===== config.mk =====
export PLATFORM = sky130hd
export DESIGN_NAME = afs_frame_seq
export DESIGN_NICKNAME = d
export VERILOG_FILES = /design/src/rtl/afs_pkg.sv /design/src/rtl/afs_wr_pipe.sv /design/src/rtl/afs_step_dec.sv /design/src/rtl/afs_frame_seq.sv
export SDC_FILE = /design/constraint.sdc
export NUM_CORES = 1
export LEC_CHECK = 0
export BUFFER_PORTS_ARGS = -buffer_cell sky130_fd_sc_hd__buf_2
export CAP_MARGIN = 10
export CORE_ASPECT_RATIO = 0.9
export CORE_MARGIN = 3
export CORE_UTILIZATION = 58
export DETAILED_ROUTE_END_ITERATION = 8
export PLACE_DENSITY = 0.83
export REMOVE_ABC_BUFFERS = 1
export SKIP_LAST_GASP = 1
export SLEW_MARGIN = 5
export SYNTH_ARGS = -nofsm -noshare
export SYNTH_HDL_FRONTEND = slang
export SYNTH_HIERARCHICAL = 1
export SYNTH_SLANG_ARGS = --single-unit

===== constraint.sdc =====
create_clock -name clk -period 4.6 [get_ports clk]
set_clock_uncertainty 0.15 [all_clocks]
set_input_delay 0.92 -clock clk [delete_from_list [all_inputs] [get_ports clk]]
set_output_delay 0.92 -clock clk [all_outputs]
set_load 0.005 [all_outputs]

===== src/rtl/afs_pkg.sv =====
package afs_pkg;
    localparam int CNT_W    = 16;
    localparam int BYTE_W   = 8;
    localparam int MODE_BIT = 7;
    localparam int INH_BIT  = 6;
    localparam int WIN_CYC  = 3;
    localparam int WIN_W    = $clog2(WIN_CYC + 1);
    localparam int DLY_SHORT = 3;
    localparam int DLY_LONG  = 4;
    localparam int DLY_W     = $clog2(DLY_LONG + 1);

    typedef struct packed {
        logic [CNT_W-1:0] s1;
        logic [CNT_W-1:0] s2;
        logic [CNT_W-1:0] s3;
        logic [CNT_W-1:0] s4;
        logic [CNT_W-1:0] irq_at;
        logic [CNT_W-1:0] len4;
        logic [CNT_W-1:0] s5;
    } afs_tab_t;

    localparam afs_tab_t TAB_60 = '{s1: 16'd7457, s2: 16'd14913, s3: 16'd22371,
                                   s4: 16'd29829, irq_at: 16'd29828,
                                   len4: 16'd29830, s5: 16'd37281};
    localparam afs_tab_t TAB_50 = '{s1: 16'd8313, s2: 16'd16627, s3: 16'd24939,
                                   s4: 16'd33253, irq_at: 16'd33252,
                                   len4: 16'd33254, s5: 16'd41565};
endpackage


===== src/rtl/afs_wr_pipe.sv =====
module afs_wr_pipe
    import afs_pkg::*;
(
    input  logic              clk,
    input  logic              rst,
    input  logic              wr_en,
    input  logic [BYTE_W-1:0] wr_data,
    input  logic              wr_long,
    output logic              apply,
    output logic [BYTE_W-1:0] apply_data
);
    typedef struct packed {
        logic              pend;
        logic [DLY_W-1:0]  dly;
        logic [BYTE_W-1:0] data;
    } pipe_t;

    pipe_t p_d, p_q;

    always_comb begin
        p_d   = p_q;
        apply = 1'b0;
        if (wr_en) begin
            p_d.pend = 1'b1;
            p_d.data = wr_data;
            p_d.dly  = wr_long ? DLY_W'(DLY_LONG) : DLY_W'(DLY_SHORT);
        end else if (p_q.pend) begin
            if (p_q.dly <= DLY_W'(1)) begin
                apply    = 1'b1;
                p_d.pend = 1'b0;
            end else begin
                p_d.dly = p_q.dly - 1'b1;
            end
        end
    end

    assign apply_data = p_q.data;

    always_ff @(posedge clk) begin
        if (rst) p_q <= '0;
        else     p_q <= p_d;
    end
endmodule


===== src/rtl/afs_step_dec.sv =====
module afs_step_dec
    import afs_pkg::*;
(
    input  afs_tab_t         tab,
    input  logic             five,
    input  logic             odd,
    input  logic [CNT_W-1:0] cnt,
    output logic             qtr,
    output logic             half,
    output logic             irq_hit,
    output logic             wrap
);
    logic [CNT_W-1:0] off, p1, p2, p3, p5;

    always_comb begin
        off = {{(CNT_W-1){1'b0}}, odd};
        p1  = tab.s1 + off;
        p2  = tab.s2 + off;
        p3  = tab.s3 + off;
        p5  = tab.s5 + off;
        if (five) begin
            qtr     = (cnt == p1) || (cnt == p2) || (cnt == p3) || (cnt == p5);
            half    = (cnt == p2) || (cnt == p5);
            irq_hit = 1'b0;
            wrap    = (cnt >= p5);
        end else begin
            qtr     = (cnt == tab.s1) || (cnt == tab.s2) || (cnt == tab.s3) || (cnt == tab.s4);
            half    = (cnt == tab.s2) || (cnt == tab.s4);
            irq_hit = (cnt == tab.irq_at);
            wrap    = (cnt >= tab.len4);
        end
    end
endmodule


===== src/rtl/afs_frame_seq.sv =====
module afs_frame_seq
    import afs_pkg::*;
#(
    parameter afs_tab_t NTSC_TAB = TAB_60,
    parameter afs_tab_t PAL_TAB  = TAB_50
) (
    input  logic              clk,
    input  logic              rst,
    input  logic              pal_sel,
    input  logic              wr_en,
    input  logic [BYTE_W-1:0] wr_data,
    input  logic              wr_long,
    input  logic              irq_clr,
    output logic              qtr_o,
    output logic              half_o,
    output logic              irq_o,
    output logic [CNT_W-1:0]  cnt_o
);
    typedef struct packed {
        logic             five;
        logic             inh;
        logic             odd;
        logic             irq;
        logic             blk;
        logic             qtr;
        logic             half;
        logic [WIN_W-1:0] win;
        logic [CNT_W-1:0] cnt;
    } state_t;

    state_t s_d, s_q;

    logic              wr_apply;
    logic [BYTE_W-1:0] wr_val;
    afs_tab_t          tab;

    logic             five_pre, inh_pre, odd_pre, irq_pre, imm_pre;
    logic [WIN_W-1:0] win_pre;
    logic [CNT_W-1:0] cnt_pre;
    logic             dq, dh, dirq, dwrap;

    afs_wr_pipe u_pipe (
        .clk        (clk),
        .rst        (rst),
        .wr_en      (wr_en),
        .wr_data    (wr_data),
        .wr_long    (wr_long),
        .apply      (wr_apply),
        .apply_data (wr_val)
    );

    assign tab = pal_sel ? PAL_TAB : NTSC_TAB;

    // Stage 1: clear, write landing, count advance
    always_comb begin
        five_pre = s_q.five;
        inh_pre  = s_q.inh;
        odd_pre  = s_q.odd;
        win_pre  = s_q.win;
        irq_pre  = s_q.irq && !irq_clr;
        imm_pre  = 1'b0;
        cnt_pre  = s_q.cnt + 1'b1;
        if (wr_apply) begin
            five_pre = wr_val[MODE_BIT];
            inh_pre  = wr_val[INH_BIT];
            odd_pre  = 1'b0;
            win_pre  = '0;
            cnt_pre  = '0;
            imm_pre  = wr_val[MODE_BIT];
            if (wr_val[INH_BIT]) irq_pre = 1'b0;
        end
    end

    afs_step_dec u_dec (
        .tab     (tab),
        .five    (five_pre),
        .odd     (odd_pre),
        .cnt     (cnt_pre),
        .qtr     (dq),
        .half    (dh),
        .irq_hit (dirq),
        .wrap    (dwrap)
    );

    // Stage 2: window, wrap, strobes, suppression
    always_comb begin
        logic [WIN_W-1:0] win_cur;
        logic             q_raw, h_raw;
        s_d      = s_q;
        s_d.five = five_pre;
        s_d.inh  = inh_pre;
        s_d.odd  = odd_pre;
        s_d.irq  = irq_pre;
        s_d.win  = win_pre;
        s_d.cnt  = cnt_pre;
        win_cur  = (dirq && !inh_pre) ? WIN_W'(WIN_CYC) : win_pre;
        if (!five_pre && (win_cur != '0)) begin
            if (!inh_pre) s_d.irq = 1'b1;
            s_d.win = win_cur - 1'b1;
        end
        if (dwrap) begin
            s_d.cnt = '0;
            if (five_pre) s_d.odd = !odd_pre;
        end
        q_raw    = dq || imm_pre;
        h_raw    = dh || imm_pre;
        s_d.qtr  = q_raw && !s_q.blk;
        s_d.half = h_raw && !s_q.blk;
        s_d.blk  = s_d.qtr || s_d.half;
    end

    always_ff @(posedge clk) begin
        if (rst) s_q <= '0;
        else     s_q <= s_d;
    end

    assign qtr_o  = s_q.qtr;
    assign half_o = s_q.half;
    assign irq_o  = s_q.irq;
    assign cnt_o  = s_q.cnt;
endmodule


Yosys cells after proc, flatten, opt, wreduce, memory -nomap -nowiden

Cells that the tools add are included.

Flip-flop bits (word level): 37
Output and inout port bits: 19
Bits of input ports: 14

Add/sub/neg operators: 7
Multiplexer cells: 27
Reduce and logical (&&, ||, !) cells: 25
Eq/ne operators: 10
$lt $le $gt $ge: 3

Operators with widths:

| operator                | count |
|---|---|
| $eq A16 B16 Y1          | 8 |
| $mux W110               | 1 |
| $add A16 B1 Y16         | 3 |
| $ge A16 B16 Y1          | 2 |
| $mux W1                 | 18 |
| $add A16 B1 Y16 const B | 1 |
| $eq A16 B14 Y1          | 1 |
| $mux W16                | 1 |
| $add A14 B1 Y15         | 1 |
| $logic_or A1 B1 Y1      | 11 |
| $mux W4                 | 2 |
| $mux W2                 | 3 |
| $mux W3                 | 2 |
| $logic_and A1 B1 Y1     | 5 |
| $logic_not A1 Y1        | 5 |
| $reduce_bool A2 Y1      | 2 |
| $le A3 B1 Y1 const B    | 1 |
| $sub A3 B1 Y3 const B   | 1 |
| $ne A2 B2 Y1 const B    | 1 |
| $reduce_and A2 Y1       | 1 |
| $reduce_or A2 Y1        | 1 |
| $sub A2 B1 Y2 const B   | 1 |

Logic depth before layout (Yosys ltp)

Gate-level depths: netlist (run 1).

Depth in word-level cells: 14
Depth in mapped cells: 23

Modules after synthesis

Netlist (run 1), hierarchy kept.

By module, submodules not included:

| module        | instances | cells each | area an instance (µm²) |
|---|---|---|---|
| afs_step_dec  | 1         | 480        | 3473.3 |
| afs_frame_seq | 1         | 175        | 1482.7 |
| afs_wr_pipe   | 1         | 63         | 591.8 |

Worst setup path after synthesis (run 1)

No wires, ideal clock.

Path type: input to register
Start: in wr_en
End: reg s_q[17] (netlist name)
Arrival: 4.264 ns
Stages on the path: 17
Setup time: 0.071 ns
Path buffers: 4
Setup slack: 0.116 ns
Cells stage by stage: nand2b_1 -> nor3_1 -> buf_2 -> buf_1 -> clkbuf_1 -> a21oi_1 -> clkbuf_1 -> xor2_1 -> nor4_1 -> nand4_1 -> nor3_1 -> nor2b_1 -> o21ai_0 -> and2_1 -> ha_1 -> or3_1 -> a21oi_1

Longest elaborated chain between the ends: 9

Ends and longest elaborated chain:

| item                                                  | line                 | text |
|---|---|---|
| start: declaration                                    | afs_frame_seq.sv:10  | `input logic wr_en,` |
| $mux W1 *                                             | afs_wr_pipe.sv:23    | `if (wr_en) begin` |
| net wr_apply                                          | afs_frame_seq.sv:33  | `logic wr_apply;` |
| $mux W16 *                                            | afs_frame_seq.sv:63  | `if (wr_apply) begin` |
| net cnt_pre[12]                                       | afs_frame_seq.sv:39  | `logic [CNT_W-1:0] cnt_pre;` |
| $eq A16 B16 Y1 *                                      | afs_step_dec.sv:29   | `irq_hit = (cnt == tab.irq_at);` |
| $mux W1 *                                             | afs_step_dec.sv:21   | `if (five) begin` |
| net dirq                                              | afs_frame_seq.sv:40  | `logic dq, dh, dirq, dwrap;` |
| $logic_and A1 B1 Y1 *                                 | afs_frame_seq.sv:96  | `win_cur = (dirq && !inh_pre) ? WIN_W'(WIN_CYC) : win_pre;` |
| $mux W2 *                                             | afs_frame_seq.sv:96  |  |
| branches (longest 2 deep; another with $sub A2 B1 Y2) | --                   |  |
| $mux W2 *                                             | afs_frame_seq.sv:97  | `if (!five_pre && (win_cur != '0)) begin` |
| end signal: assignment                                | afs_frame_seq.sv:113 | `if (rst) s_q <= '0;` |
| end signal: assignment                                | afs_frame_seq.sv:114 | `else s_q <= s_d;` |
| end: declaration                                      | afs_frame_seq.sv:31  | `state_t s_d, s_q;` |

Mark *: on every way through the listed nets, which the timed path passes.
A chain may end at the register's enable or synchronous reset.

Worst setup path after layout (run 1)

Start: reg s_q, in the netlist cnt_o[1]
End: reg s_q[20] (netlist name)

Longest elaborated chain between the ends: 10

Ends and longest elaborated chain:

| item                                               | line                                   | text |
|---|---|---|
| $add A16 B1 Y16 *                                  | afs_frame_seq.sv:62                    | `cnt_pre = s_q.cnt + 1'b1;` |
| $mux W16 *                                         | afs_frame_seq.sv:63                    |  |
| net cnt_pre[8]                                     | afs_frame_seq.sv:39                    |  |
| $eq A16 B14 Y1 (tied with other cells)             | afs_step_dec.sv:27                     | `qtr = (cnt == tab.s1) \|\| (cnt == tab.s2) \|\| (cnt == tab.s3) \|\| (cnt == tab.s4);` |
| $logic_or A1 B1 Y1 (on tied branches) (3 in a row) | afs_step_dec.sv:27, afs_step_dec.sv:22 |  |
| $mux W1 *                                          | afs_step_dec.sv:21                     |  |
| net dq                                             | afs_frame_seq.sv:40                    |  |
| $logic_or A1 B1 Y1 *                               | afs_frame_seq.sv:105                   | `q_raw = dq \|\| imm_pre;` |
| $logic_and A1 B1 Y1 *                              | afs_frame_seq.sv:107                   | `s_d.qtr = q_raw && !s_q.blk;` |
| $logic_or A1 B1 Y1 *                               | afs_frame_seq.sv:109                   | `s_d.blk = s_d.qtr \|\| s_d.half;` |

The timed path passes the listed nets; every way through them passes the cells marked *.

==> results of run 1 <==
[per-layer routing]
metal / vias up / routed length (µm) / share of wire [%] / global-route usage (%)
met2: 181 / 7090 / 49 / 47.7
met4: 0 / 295 / 2.0 / 7.87
met5: - / 0 / 0 / 0
met1: 2490 / 6150 / 43 / 34.5
met3: 30 / 895 / 6.2 / 3.14
li1: 2642 / - / - / -
[layout make-up]
| cell class | instances | share of cell area, % |
|---|---|---|
| Inverter | 35 | 2.12 |
| Tap cell | 119 | 2.40 |
| Clock inverter | 1 | 0.0807 |
| Sequential cell | 31 | 10.0 |
| Multi-Input combinational cell | 701 | 76.4 |
| Timing Repair Buffer | 67 | 7.69 |
| Clock buffer | 6 | 1.33 |
[flip-flops by register name, indices dropped and copies added (netlist names)]
name,flops
cnt_o,16
qtr_o,1
u_pipe/p_q,4
s_q,6
half_o,1
u_pipe/apply_data,2
irq_o,1
[per-stage QoR]
step                      setup TNS (ns)  std cells  hold slack [ns]
after global placement           -0.0712        952            0.276
after CTS                              0        959            0.303
after global routing              -0.121        960            0.339
after floorplan                   -31.78        767            0.257
final                                  0        960            0.298
after detailed placement           -1.04        952            0.290
[worst max-delay path, delay by kind of cell, from the launching register on]
kind | cells | cell delay (ns)
AO/OA/AOI/OAI | 8 | 2.04
adder cells (fa/ha/maj) | 1 | 0.26
AND/OR/NAND/NOR | 4 | 1.08
XOR/XNOR | 1 | 0.09
buffers and inverters | 1 | 0.24
flip-flops | 1 | 0.43
[path summary, 6_finish.rpt]
check	endpoint	depth (start not counted)	slack (ns)	startpoint
max	s_q[20]$_SDFF_PP0_	15	0.18	cnt_o[1]$_SDFF_PP0_
min	half_o$_SDFF_PP0_	1	0.30	s_q[20]$_SDFF_PP0_
max reg2reg	s_q[20]$_SDFF_PP0_	15	0.18	cnt_o[1]$_SDFF_PP0_
min reg2reg	half_o$_SDFF_PP0_	1	0.30	s_q[20]$_SDFF_PP0_
[timing repair]
item | CTS | global route
gates resized for setup | 0 | 5
setup buffers | 0 | 0
hold buffers | 0 | 0
setup endpoints to repair | 0 | 17
[power by group through the flow]
| stage | Combinational (W) | Sequential [W] | Clock (W) |
|---|---|---|---|
| after floorplan | 0.000235 | 0.000302 | 0 |
| after global placement | 0.000321 | 0.000303 | 0 |
| after detailed placement | 0.000338 | 0.000304 | 0 |
| after CTS | 0.000344 | 0.000299 | 0.000217 |
| after global routing | 0.000398 | 0.000301 | 0.000229 |
| final | 0.000358 | 0.000300 | 0.000219 |
==> impl_metrics.py, run 1 <==
metrics = {
    "route": {
        "wl_um": 14400,
        "final_antenna_net_count": 0,
        "wl_per_cell_um": 15.0,
        "viasPerCell": 5.57,
        "drt_iter0_drc": 447,
        "drt-pass1-iter-count": 5,
        "vias": 5343,
        "drc": 0,
    },
    "layout": {
        "final_nets": 901,
        "final_core_util_pct": 71.0,
        "diodes": 0,
        "seqCellArea_um2": 621,
        "final_cell_mix": "conb_1 (125), xnor2_1 (77), xor2_1 (52)",
        "syn_to_final_growth_pct": 16.9,
        "design_area_mm2": 0.00620,
        "multi_input_area_mm2": 0.00473,
        "drive_gt1_share_pct": 13.4,
        "nFillCells": 716,
        "final_common_cell": "conb_1",
    },
    "timing": {
        "fmax_mhz": 226,
        "max_slew.worst_pin.slew_ns": 0.772,
        "setup_viol_count_final": 0,
        "finalHoldViolCount": 0,
        "max_slew_margin_pct": 48.5,
        "final.min_clock_period_ns": 4.42,
        "maxSlewViolCount": 0,
        "rsz0062_at_grt": "yes",
        "setup_slack_ns": 0.181,
        "min_period_over_period_pct": 96.1,
    },
    "die": {
        "die_y_um": 96.7,
        "placementRows": 32,
        "io_pins": 33,
        "die_area_mm2": 0.0103,
        "die_w_um": 107,
        "core_mm2": 0.00873,
        "start_util_pct": 60.7,
    },
    "clock_network": {
        "cts_buffers": 5,
        "clock_latency_ns": 0.29,
        "clk_pin_slew_ns": 0.06,
        "htreeDepth": 2,
        "clock-root-buffer": "clkbuf_8",
        "cts_sinks": 31,
        "cts_tree": "yes",
        "clk_path_buf_depth": 2,
    },
    "power_and_ir_drop": {
        "internal_power_w": 0.000556,
        "power_frac_seq_pct": 34.2,
        "leakagePower_nw": 2.75,
        "p_sw_share_pct": 36.7,
        "vdd_drop_max_mv": 0.119,
        "power.switching_w": 0.000322,
        "clock_power_share_pct": 25.0,
        "combinationalPowerShare_pct": 40.9,
        "p_per_area_mw_per_mm2": 142,
        "power.total_w": 0.000877,
    },
    "worst_setup_path": {
        "cp_cell_sequence": "ha_1 > nand4_2 > or3_1 > a21oi_1 > buf_4 > xnor2_1 > o311ai_0 > o41ai_1 > a311oi_1 > a21oi_1 > a41oi_1 > a31oi_1 > a21oi_1 > nor3_1 > or2_2",
        "crit_arrival_ns": 4.44,
        "worst-path-max-fanout": 9,
        "cp-start-kind": "flip-flop",
        "cpMostUsedCell": "a21oi_1",
        "cpMaxStageDelayCell": "a21oi_1",
        "cpPeakStageDelay_ns": 0.64,
        "critPathKind": "reg2reg",
        "critPathRequiredTime_ns": 4.62,
        "cp-end-kind": "flip-flop",
    },
    "global_route": {
        "grt_start_max_net_pins": 73,
        "grt_pass1_vias": 5151,
        "globalRouteOverflowTotal": 0,
        "grt_usage_pct": 27.1,
        "grt_pass1_wl_um": 23600,
        "antenna_found_initial": 0,
    },
    "placed_design": {
        "place.port_buffers": 26,
        "hpwl_um": 11200,
        "pre_cts_slack_ns": -0.243,
        "gp_congestion": 0.935,
        "placed_cell_area_mm2": 0.00608,
    },
    "synth": {
        "postSynthAreaPerCell_um2": 7.64,
        "synth_cells": 694,
        "yosysWarnings": 6,
        "syn-cell-area_mm2": 0.00530,
    },
    "min_path": {
        "hp-class": "reg2reg",
    },
    "job": {
        "cap_viol_max_count": 0,
    },
    "status": {
        "status": "completed",
    },
}
Note: power is estimated with default switching activity, not from simulation.
==> inputs of run 2 (changes only) <==
Settings changed: CORE_MARGIN 3 to not set.
==> run 2 against run 1 <==
  * Die area is 7.7% lower
  * Sequential power hardly changed
  * Non-clock buffer count is 1 lower
  * Worst hold slack worse by 0.0023 ns
  * Critical path depth is 4 higher
  * Via count is 0.41% higher
  * Combinational power hardly changed
  * Routed wire length is 0.94% lower
  * Design area hardly changed
==> impl_metrics.py, run 2 (synthesis gave the netlist of run 1 again) <==
metrics = {
    "status": {
        "status": "completed",
    },
    "layout": {
        "largest_reg_flops": 16,
        "diodes": 0,
        "final_core_util_pct": 71.0,
        "final_nets": 900,
        "syn_to_final_growth_pct": 16.9,
        "final_common_cell": "conb_1",
        "design_area_mm2": 0.00619,
        "drive_gt1_share_pct": 13.3,
        "final_cell_mix": "conb_1 (125), xnor2_1 (77), xor2_1 (52)",
    },
    "timing": {
        "max_slew.worst_pin.slew_ns": 0.652,
        "maxSlewViolCount": 0,
        "max_slew_margin_pct": 56.4,
        "min_period_over_period_pct": 95.0,
        "rsz0062_at_grt": "no",
        "final.min_clock_period_ns": 4.37,
        "hold_slack_ns": 0.296,
        "finalHoldViolCount": 0,
        "setup_viol_count_final": 0,
        "fmax_mhz": 229,
    },
    "die": {
        "core_mm2": 0.00873,
        "start_util_pct": 60.7,
        "placementRows": 32,
        "die_w_um": 103,
        "die_area_mm2": 0.00953,
        "die_y_um": 92.7,
        "io_pins": 33,
    },
    "worst_setup_path": {
        "worst-path-max-fanout": 11,
        "critPathKind": "in2reg",
        "cp-end-kind": "flip-flop",
        "cp-start-kind": "input pin",
        "critPathRequiredTime_ns": 4.61,
        "crit_arrival_ns": 4.38,
    },
    "job": {
        "cap_viol_max_count": 0,
    },
    "placed_design": {
        "hpwl_um": 11000,
        "gp_congestion": 0.921,
        "placed_cell_area_mm2": 0.00606,
        "place.port_buffers": 26,
    },
    "route": {
        "final_antenna_net_count": 0,
        "drt-pass1-iter-count": 5,
        "wl_um": 14300,
        "drc": 0,
        "wl_per_cell_um": 14.9,
        "drt_iter0_drc": 355,
        "vias": 5365,
        "viasPerCell": 5.59,
    },
    "global_route": {
        "grt_start_max_net_pins": 60,
        "globalRouteOverflowTotal": 0,
        "grt_usage_pct": 30.5,
        "grt_pass1_wl_um": 23100,
        "antenna_found_initial": 0,
        "grt_pass1_vias": 5101,
    },
    "clock_network": {
        "cts_buffers": 5,
        "htreeDepth": 2,
        "clk_pin_slew_ns": 0.07,
        "cts_tree": "yes",
        "clk_path_buf_depth": 2,
        "cts_sinks": 31,
        "clock_latency_ns": 0.29,
        "clock-root-buffer": "clkbuf_8",
    },
    "power_and_ir_drop": {
        "leakagePower_nw": 2.74,
        "vdd_drop_max_mv": 0.100,
        "p_per_area_mw_per_mm2": 141,
    },
    "min_path": {
        "hp-class": "reg2reg",
    },
}
## run 2: changes by cell type in the layout (fill, tap and decap cells not counted), sizes merged
cell  previous run  this run
buf             67        66
## run 2: cell type report
class                      count  area [µm²]
clock buffer                   6        82.6
clock inverter                 1        5.00
fill                         713        2530
inverter                      35         131
multi-input combinational    701        4740
sequential                    31         621
tap                          119         149
timing repair buffer          66         468
## run 2: layer usage
layer / track usage (%) / routed length (µm)
met1: 38.4 / 6020
met2: 51.6 / 6890
met5: 0 / 0
met3: 4.68 / 998
met4: 12.1 / 384
## run 2: worst paths after layout
| check | from | end | slack (ns) | cells after the start |
|---|---|---|---|---|
| max | wr_en | cnt_o[11]$_SDFF_PP0_ | 0.23 | 19 |
| min | s_q[20]$_SDFF_PP0_ | qtr_o$_SDFF_PP0_ | 0.30 | 1 |
| max reg2reg | cnt_o[1]$_SDFF_PP0_ | s_q[17]$_SDFF_PP0_ | 0.30 | 15 |
| min reg2reg | s_q[20]$_SDFF_PP0_ | qtr_o$_SDFF_PP0_ | 0.30 | 1 |
## run 2: critical path: stages
cell and delay [ns]:
buf_2 0.10, nand2b_1 0.21, nor3_4 0.25, buf_4 0.19
buf_4 0.19, nor2_1 0.08, mux2_2 0.40, ha_1 0.35
nand4_1 0.17, o41ai_2 0.50, nor2_1 0.07, o211ai_1 0.09
a21oi_1 0.09, a21oi_1 0.21, buf_4 0.21, nor3_4 0.06
buf_12 0.15, nand2b_1 0.07, mux2i_1 0.08
## run 2: stage by stage
| step | total power (W) | cells | worst slack (ns) | TNS (ns) |
|---|---|---|---|---|
| floorplan | 0.000537 | 767 | -1.61 | -31.78 |
| global placement | 0.000624 | 951 | 0.0460 | 0 |
| detailed placement | 0.000641 | 951 | -0.115 | -0.818 |
| CTS | 0.000855 | 958 | 0.129 | 0 |
| global route | 0.000924 | 959 | 0.0238 | 0 |
| finish | 0.000873 | 959 | 0.229 | 0 |
## run 2: where the power goes
| part | internal (W) | switching [W] | leakage (nW) | total [W] |
|---|---|---|---|---|
| Clock | 0.000117 | 0.0000992 | 0.0470 | 0.000216 |
| Combinational | 0.000154 | 0.000203 | 2.44 | 0.000357 |
| Sequential | 0.000285 | 0.0000143 | 0.252 | 0.000299 |
## run 2: what timing repair did
action,4_1_cts,5_1_grt
setup endpoints to repair,0,16
resized for setup,0,4
hold buffers,0,0
setup buffers,0,1
